<file path="config.mk">
export PLATFORM = sky130hd
export DESIGN_NAME = hdlc_addr_filter
export DESIGN_NICKNAME = d
export VERILOG_FILES = /design/src/rtl/hdlc_addr_pkg.sv /design/src/rtl/hdlc_hi_match.sv /design/src/rtl/hdlc_lo_match.sv /design/src/rtl/hdlc_addr_ctrl.sv /design/src/rtl/hdlc_addr_filter.sv
export SDC_FILE = /design/constraint.sdc
export NUM_CORES = 1
export LEC_CHECK = 0
export CORE_AREA = 2 2 53 55
export CTS_BUF_LIST = sky130_fd_sc_hd__clkbuf_4 sky130_fd_sc_hd__clkbuf_8
export CTS_CLUSTER_SIZE = 8
export DETAILED_ROUTE_END_ITERATION = 16
export DIE_AREA = 0 0 55 57
export PLACE_DENSITY_LB_ADDON = 0.2
export SLEW_MARGIN = 20
export SYNTH_ARGS = -nofsm -noshare
export SYNTH_HDL_FRONTEND = slang
export SYNTH_SLANG_ARGS = --single-unit
</file>
<file path="constraint.sdc">
create_clock -name clk_i -period 1.4 [get_ports clk_i]
set_input_delay 0.21 -clock clk_i [delete_from_list [all_inputs] [get_ports clk_i]]
set_output_delay 0.21 -clock clk_i [all_outputs]
set_load 0.05 [all_outputs]
</file>
<file path="src/rtl/hdlc_addr_pkg.sv">
package hdlc_addr_pkg;
  typedef enum logic [1:0] {
    MD_AUTO    = 2'd0,
    MD_NONAUTO = 2'd1,
    MD_TR1     = 2'd2,
    MD_OFF     = 2'd3
  } rx_mode_e;

  typedef enum logic [1:0] {
    HS_RAH1 = 2'd0,
    HS_RAH2 = 2'd1,
    HS_FIXA = 2'd2,
    HS_FIXB = 2'd3
  } hi_src_e;

  typedef enum logic {
    ST_FIRST = 1'b0,
    ST_LOW   = 1'b1
  } addr_st_e;
endpackage

</file>
<file path="src/rtl/hdlc_hi_match.sv">
module hdlc_hi_match #(
  parameter int unsigned W = 8,
  parameter logic [W-1:0] FIX_A = 'hFE,
  parameter logic [W-1:0] FIX_B = 'hFC,
  localparam int unsigned N = 4,
  localparam int unsigned SW = $clog2(N)
) (
  input  logic [W-1:0]  byte_i,
  input  logic [W-1:0]  cmp1_i,
  input  logic [W-1:0]  cmp2_i,
  output logic          hit_o,
  output logic [SW-1:0] src_o
);
  logic [W-1:0] cand [N];

  assign cand[0] = cmp1_i;
  assign cand[1] = cmp2_i;
  assign cand[2] = FIX_A;
  assign cand[3] = FIX_B;

  // lowest index wins: scan from the top, last hit overrides
  always_comb begin
    hit_o = 1'b0;
    src_o = '0;
    for (int i = N - 1; i >= 0; i--) begin
      if (byte_i == cand[i]) begin
        hit_o = 1'b1;
        src_o = SW'(i);
      end
    end
  end
endmodule

</file>
<file path="src/rtl/hdlc_lo_match.sv">
module hdlc_lo_match #(
  parameter int unsigned W = 8
) (
  input  logic [W-1:0] byte_i,
  input  logic [W-1:0] prim_i,
  input  logic [W-1:0] bcast_i,
  output logic         hit_o,
  output logic         bcast_o
);
  logic prim_hit, bc_hit;

  assign prim_hit = (byte_i == prim_i);
  assign bc_hit   = (byte_i == bcast_i);
  assign hit_o    = prim_hit | bc_hit;
  assign bcast_o  = bc_hit & ~prim_hit;
endmodule

</file>
<file path="src/rtl/hdlc_addr_ctrl.sv">
module hdlc_addr_ctrl
  import hdlc_addr_pkg::*;
#(
  parameter int unsigned SW = 2
) (
  input  logic          clk_i,
  input  logic          rst_ni,
  input  logic          vld_i,
  input  logic          sof_i,
  input  logic          eof_i,
  input  rx_mode_e      mode_i,
  input  logic          two_byte_i,
  input  logic          hi_hit_i,
  input  logic [SW-1:0] hi_src_i,
  input  logic          lo_hit_i,
  input  logic          lo_bcast_i,
  output logic          dec_vld_o,
  output logic          accept_o,
  output logic [SW-1:0] hi_src_o,
  output logic          lo_bcast_o,
  output logic          auto_o
);
  addr_st_e       st_q, st_d;
  rx_mode_e       mode_q, mode_d;
  logic           hhit_q, hhit_d;
  logic [SW-1:0]  hsrc_q, hsrc_d;
  logic           d_dec, d_acc, d_bc, d_auto;
  logic [SW-1:0]  d_src;

  always_comb begin
    st_d   = st_q;
    mode_d = mode_q;
    hhit_d = hhit_q;
    hsrc_d = hsrc_q;
    d_dec  = 1'b0;
    d_acc  = 1'b0;
    d_src  = '0;
    d_bc   = 1'b0;
    d_auto = 1'b0;
    if (vld_i && sof_i) begin
      mode_d = mode_i;
      st_d   = ST_FIRST;
      unique case (mode_i)
        MD_TR1: begin
          d_dec = 1'b1;
          d_acc = hi_hit_i;
          d_src = hi_src_i;
        end
        MD_AUTO, MD_NONAUTO: begin
          if (!two_byte_i) begin
            d_dec  = 1'b1;
            d_acc  = lo_hit_i;
            d_bc   = lo_bcast_i;
            d_auto = (mode_i == MD_AUTO) && lo_hit_i && !lo_bcast_i;
          end else if (eof_i) begin
            d_dec = 1'b1;  // truncated address field
          end else begin
            st_d   = ST_LOW;
            hhit_d = hi_hit_i;
            hsrc_d = hi_src_i;
          end
        end
        default: d_dec = 1'b1;
      endcase
    end else if (vld_i && st_q == ST_LOW) begin
      st_d   = ST_FIRST;
      d_dec  = 1'b1;
      d_acc  = hhit_q && lo_hit_i;
      d_src  = hsrc_q;
      d_bc   = lo_bcast_i;
      d_auto = (mode_q == MD_AUTO) && (hsrc_q == SW'(HS_RAH1)) && lo_hit_i && !lo_bcast_i;
    end
    if (!d_acc) begin
      d_src  = '0;
      d_bc   = 1'b0;
      d_auto = 1'b0;
    end
  end

  always_ff @(posedge clk_i or negedge rst_ni) begin
    if (!rst_ni) begin
      st_q       <= ST_FIRST;
      mode_q     <= MD_AUTO;
      hhit_q     <= 1'b0;
      hsrc_q     <= '0;
      dec_vld_o  <= 1'b0;
      accept_o   <= 1'b0;
      hi_src_o   <= '0;
      lo_bcast_o <= 1'b0;
      auto_o     <= 1'b0;
    end else begin
      st_q       <= st_d;
      mode_q     <= mode_d;
      hhit_q     <= hhit_d;
      hsrc_q     <= hsrc_d;
      dec_vld_o  <= d_dec;
      accept_o   <= d_acc;
      hi_src_o   <= d_src;
      lo_bcast_o <= d_bc;
      auto_o     <= d_auto;
    end
  end

  AST_NO_ACC_IDLE: assert property (@(posedge clk_i) disable iff (!rst_ni)
    !dec_vld_o |-> !accept_o);
  AST_REJ_CLEAN: assert property (@(posedge clk_i) disable iff (!rst_ni)
    !accept_o |-> (hi_src_o == '0 && !lo_bcast_o && !auto_o));
  AST_AUTO_PRIMARY: assert property (@(posedge clk_i) disable iff (!rst_ni)
    auto_o |-> (accept_o && !lo_bcast_o));
  AST_AUTO_MODE: assert property (@(posedge clk_i) disable iff (!rst_ni)
    auto_o |-> (mode_q == MD_AUTO));
  AST_DEC_AFTER_BYTE: assert property (@(posedge clk_i) disable iff (!rst_ni)
    dec_vld_o |-> $past(vld_i));
  AST_WAIT_NO_DEC: assert property (@(posedge clk_i) disable iff (!rst_ni)
    (st_q == ST_LOW) |-> !dec_vld_o);
endmodule

</file>
<file path="src/rtl/hdlc_addr_filter.sv">
module hdlc_addr_filter
  import hdlc_addr_pkg::*;
#(
  parameter int unsigned W = 8,
  parameter logic [W-1:0] FIX_A = 'hFE,
  parameter logic [W-1:0] FIX_B = 'hFC,
  localparam int unsigned SW = 2
) (
  input  logic          clk_i,
  input  logic          rst_ni,
  input  logic          byte_vld_i,
  input  logic          sof_i,
  input  logic          eof_i,
  input  logic [W-1:0]  byte_i,
  input  logic [1:0]    mode_i,
  input  logic          two_byte_i,
  input  logic [W-1:0]  rah1_i,
  input  logic [W-1:0]  rah2_i,
  input  logic [W-1:0]  ral1_i,
  input  logic [W-1:0]  ral2_i,
  output logic          dec_vld_o,
  output logic          accept_o,
  output logic [SW-1:0] hi_src_o,
  output logic          lo_bcast_o,
  output logic          auto_o
);
  logic          hi_hit, lo_hit, lo_bc;
  logic [SW-1:0] hi_src;

  hdlc_hi_match #(.W(W), .FIX_A(FIX_A), .FIX_B(FIX_B)) i_hi_match (
    .byte_i (byte_i),
    .cmp1_i (rah1_i),
    .cmp2_i (rah2_i),
    .hit_o  (hi_hit),
    .src_o  (hi_src)
  );

  hdlc_lo_match #(.W(W)) i_lo_match (
    .byte_i  (byte_i),
    .prim_i  (ral1_i),
    .bcast_i (ral2_i),
    .hit_o   (lo_hit),
    .bcast_o (lo_bc)
  );

  hdlc_addr_ctrl #(.SW(SW)) i_ctrl (
    .clk_i      (clk_i),
    .rst_ni     (rst_ni),
    .vld_i      (byte_vld_i),
    .sof_i      (sof_i),
    .eof_i      (eof_i),
    .mode_i     (rx_mode_e'(mode_i)),
    .two_byte_i (two_byte_i),
    .hi_hit_i   (hi_hit),
    .hi_src_i   (hi_src),
    .lo_hit_i   (lo_hit),
    .lo_bcast_i (lo_bc),
    .dec_vld_o  (dec_vld_o),
    .accept_o   (accept_o),
    .hi_src_o   (hi_src_o),
    .lo_bcast_o (lo_bcast_o),
    .auto_o     (auto_o)
  );

  AST_TR1_NO_LOW: assert property (@(posedge clk_i) disable iff (!rst_ni)
    (dec_vld_o && $past(byte_vld_i && sof_i && mode_i == 2'd2)) |-> (!lo_bcast_o && !auto_o));
  AST_OFF_REJECT: assert property (@(posedge clk_i) disable iff (!rst_ni)
    (dec_vld_o && $past(byte_vld_i && sof_i && mode_i == 2'd3)) |-> !accept_o);
  AST_SHORT_REJECT: assert property (@(posedge clk_i) disable iff (!rst_ni)
    $past(byte_vld_i && sof_i && eof_i && two_byte_i && !mode_i[1]) |-> (dec_vld_o && !accept_o));
endmodule

</file>
==> impl_metrics.py <==
metrics = {
    "timing": {
        "slew_violations": 0,
        "fin_crit_sh_pct": 99.4,
        "max_freq_mhz": 719,
        "slew_headroom_pct": 65.0,
        "fin_crit_ns": 1.39,
        "setup_viol": 0,
        "finalClockSkew_ns": 0.00472,
        "max_slew.worst_pin.slew_ns": 0.523,
        "hold_viol_final": 0,
    },
    "placement": {
        "dp.cells": 193,
        "hpwlAfterDp_mm": 2.08,
        "port_buffers": 53,
        "gp_congestion": 0.771,
    },
    "floorplanning": {
        "fp.coreArea_sq_um": 2620,
        "io_pins": 54,
        "num_rows": 19,
        "die_h_um": 57,
        "die_area_sq_um": 3140,
        "chipWidth_um": 55,
        "start_util_pct": 38.1,
    },
    "route": {
        "vias": 967,
        "viasPerCell": 4.76,
        "wl_mm": 2.56,
        "dr.first_iter.drc_count": 8,
        "postRouteAntennaNets": 0,
        "routedWlPerCell_um": 12.6,
        "first_pass_iters": 4,
        "drc": 0,
    },
    "setup_path": {
        "arrival_ns": 1.59,
        "max_stage_delay_ns": 0.31,
        "cp_cell_sequence": "clkdlybuf4s15_2 -> xor2_1 -> nor4_1 -> nand2_1 -> a21oi_2 -> a21oi_2 -> nor3_2",
        "slowest_stage": "nor4_1",
        "critPathMaxFanout": 5,
        "crit_type": "in2reg",
        "path_buf_inv": 1,
        "crit_top_cell": "a21oi_2",
        "worstPathRequired_ns": 1.60,
        "endpoint_kind": "flop",
        "cp_top_family": "simple AND/OR/NAND/NOR gates",
        "cp-start-kind": "primary input",
    },
    "synth": {
        "synth_top_family_by_area": "XOR/XNOR gates",
        "synth_top_cell_by_area": "dfrtp_1",
        "yosysWarnings": 0,
        "synthAdderAreaFrac_pct": 0,
        "synth_compound_area_share_pct": 7.53,
        "synth-simple-area-share_pct": 20.3,
        "async_reset_ff_share_pct": 100,
        "synth_nets": 151,
        "synth.most_common_cell": "xor2_1",
        "synth_area_leaders": "dfrtp_1 (30%), xor2_1 (28%), nor4_1 (6.3%)",
        "synth.avg_cell_area_sq_um": 9.68,
        "ys_types": 24,
        "syn_inst": 103,
        "synth-seq-cells": 12,
        "ys_seq_area_share_pct": 30.1,
        "synth_mux_area_share_pct": 6.02,
        "synth_common_cells": "xor2_1 (32), dfrtp_1 (12), nand2_1 (10), nor4_1 (10)",
        "synthFlopType": "dfrtp_1",
        "synth_xor_xnor_area_share_pct": 28.1,
        "netlist_area_sq_um": 997,
        "yosysTopAreaCellShare_pct": 30.1,
        "synth-edff-count": 0,
    },
    "power_and_ir_drop": {
        "p_int_w": 0.000694,
        "clockPowerShare_pct": 28.5,
        "swShare_pct": 26.7,
        "p_switching_w": 0.000253,
        "total_power_w": 0.000947,
        "power_density_nw_per_um2": 532,
        "comb_power_share_pct": 32.7,
        "power_frac_seq_pct": 38.8,
        "p_leak_nw": 0.897,
        "ir_drop_v": 0.000435,
    },
    "global_routing": {
        "overflow": 0,
        "grt_pass1_vias": 979,
        "grt_pass1_wl_mm": 3.95,
        "antenna_found_initial": 0,
        "grt.total_usage_pct": 17.3,
        "grt_start_max_net_pins": 13,
    },
    "job": {
        "cap_violations": 0,
    },
    "cts": {
        "clk_pin_slew_worst_paths_ns": 0.07,
        "cts_max_level": 1,
        "cts-root-buf": "clkbuf_4",
        "cts_tree": "yes",
        "clockBufferDepth": 2,
        "clock_latency_ns": 0.27,
        "cts_sinks": 12,
        "cts_buffers": 3,
    },
    "cells_and_area": {
        "nets": 221,
        "final_cells": 203,
        "area_growth_pct": 78.5,
        "drive_above_1_share_pct": 36.0,
        "antenna_cells": 0,
        "fillCellCount": 233,
    },
    "min_path": {
        "hp-class": "in2async",
    },
    "status": {
        "outcome": "completed",
    },
}
-- logic make-up (layout without fill, tap and decap cells) --
kind of cell / after synthesis / after routing
xor+xnor: 32 / 32
mux: 5 / 5
simple gates: 33 / 33
compound gates: 11 / 11
buf+inv: 10 / 79
flops: 12 / 12
-- sequential cells by signal (all words and copies together) (netlist names) --
name	count
i_ctrl.accept_o	1
i_ctrl.auto_o	1
i_ctrl.dec_vld_o	1
i_ctrl.hhit_q	1
i_ctrl.hi_src_o	2
i_ctrl.hsrc_q	2
i_ctrl.lo_bcast_o	1
i_ctrl.mode_q	2
i_ctrl.st_q	1
-- power by group through the flow --
stage	Clock, W	Combinational (W)	Sequential [W]
2_1_floorplan	0	0.000130	0.000378
3_3_place_gp	0	0.000313	0.000373
3_5_place_dp	0	0.000318	0.000374
4_1_cts	0.000272	0.000302	0.000367
5_1_grt	0.000297	0.000339	0.000368
6_report	0.000270	0.000310	0.000367
-- worst register-to-register path, stage by stage (launching register included) --
cell     delay (ns)
dfrtp_1        0.40
nand2_1        0.07
nor2_1         0.04
o21ai_1        0.22
a21oi_2        0.09
a21oi_2        0.18
nor2_1         0.08
-- area by class of cell --
type	count	area [sq um]	share of cell area, %
Timing Repair Buffer	73	713	40.1
Multi-Input combinational cell	81	684	38.4
Sequential cell	12	300	16.9
Tap cell	31	38.8	2.18
Clock buffer	4	36.3	2.04
Inverter	2	7.51	0.422
-- per-layer routing --
metal | part of all wire, % | up-vias | global-route usage, %
met3 | 6.8 | 4 | 5.24
li1 | - | 490 | -
met2 | 55 | 37 | 31.3
met1 | 36 | 436 | 18.2
met4 | 2.1 | 0 | 6.27
met5 | 0 | - | 0
-- path summary, 6_finish.rpt --
check | startpoint | end | slack, ns | depth (start not counted)
worst max-delay path | byte_i[5] | i_ctrl.auto_o | 0.009 | 7
worst min-delay path | rst_ni | i_ctrl.mode_q[1] | 0.28 | 1
worst max register to register | i_ctrl.st_q | i_ctrl.hi_src_o[0] | 0.22 | 6
worst min register to register | i_ctrl.hhit_q | i_ctrl.hhit_q | 0.51 | 1
max in group asynchronous | rst_ni | i_ctrl.mode_q[0] | 0.77 | 1
min in group clk_i | sof_i | i_ctrl.dec_vld_o | 0.43 | 4
-- per-stage QoR --
step / instance area [sq um] / hold slack [ns] / worst slack, ns / utilization, % / setup TNS (ns)
3_5_place_dp: 1660 / 0.500 / -0.682 / 63.5 / -4.93
6_report: 1780 / 0.277 / 0.00877 / 68.1 / 0
4_1_cts: 1720 / 0.299 / 0.0000439 / 65.6 / 0
2_1_floorplan: 997 / -0.0856 / 0.0121 / - / 0
3_3_place_gp: 1660 / 0.495 / -0.661 / 63.5 / -4.71
5_1_grt: 1780 / 0.305 / -0.0770 / 68.1 / -0.189
-- timing repair --
action                     in CTS  in global routing
hold buffers                    0                  0
pin swaps                      18                 17
setup endpoints to repair       8                  8
resized for setup              53                 31
buffers inserted                3                  3
-- layout by cell type, fill, tap and decap left out, types with 5 or more instances in the layout --
cell type,synthesis,layout
dlymetal6s2s_1,0,9
clkdlybuf4s50_1,0,7
buf_2,3,5
dlygate4sd2_1,0,21
xor2_1,32,31
buf_12,0,6
dfrtp_1,12,12
nand2_1,10,7
buf_4,0,19
nor4_1,10,6
No activity file was read; power rests on OpenSTA's default activity.
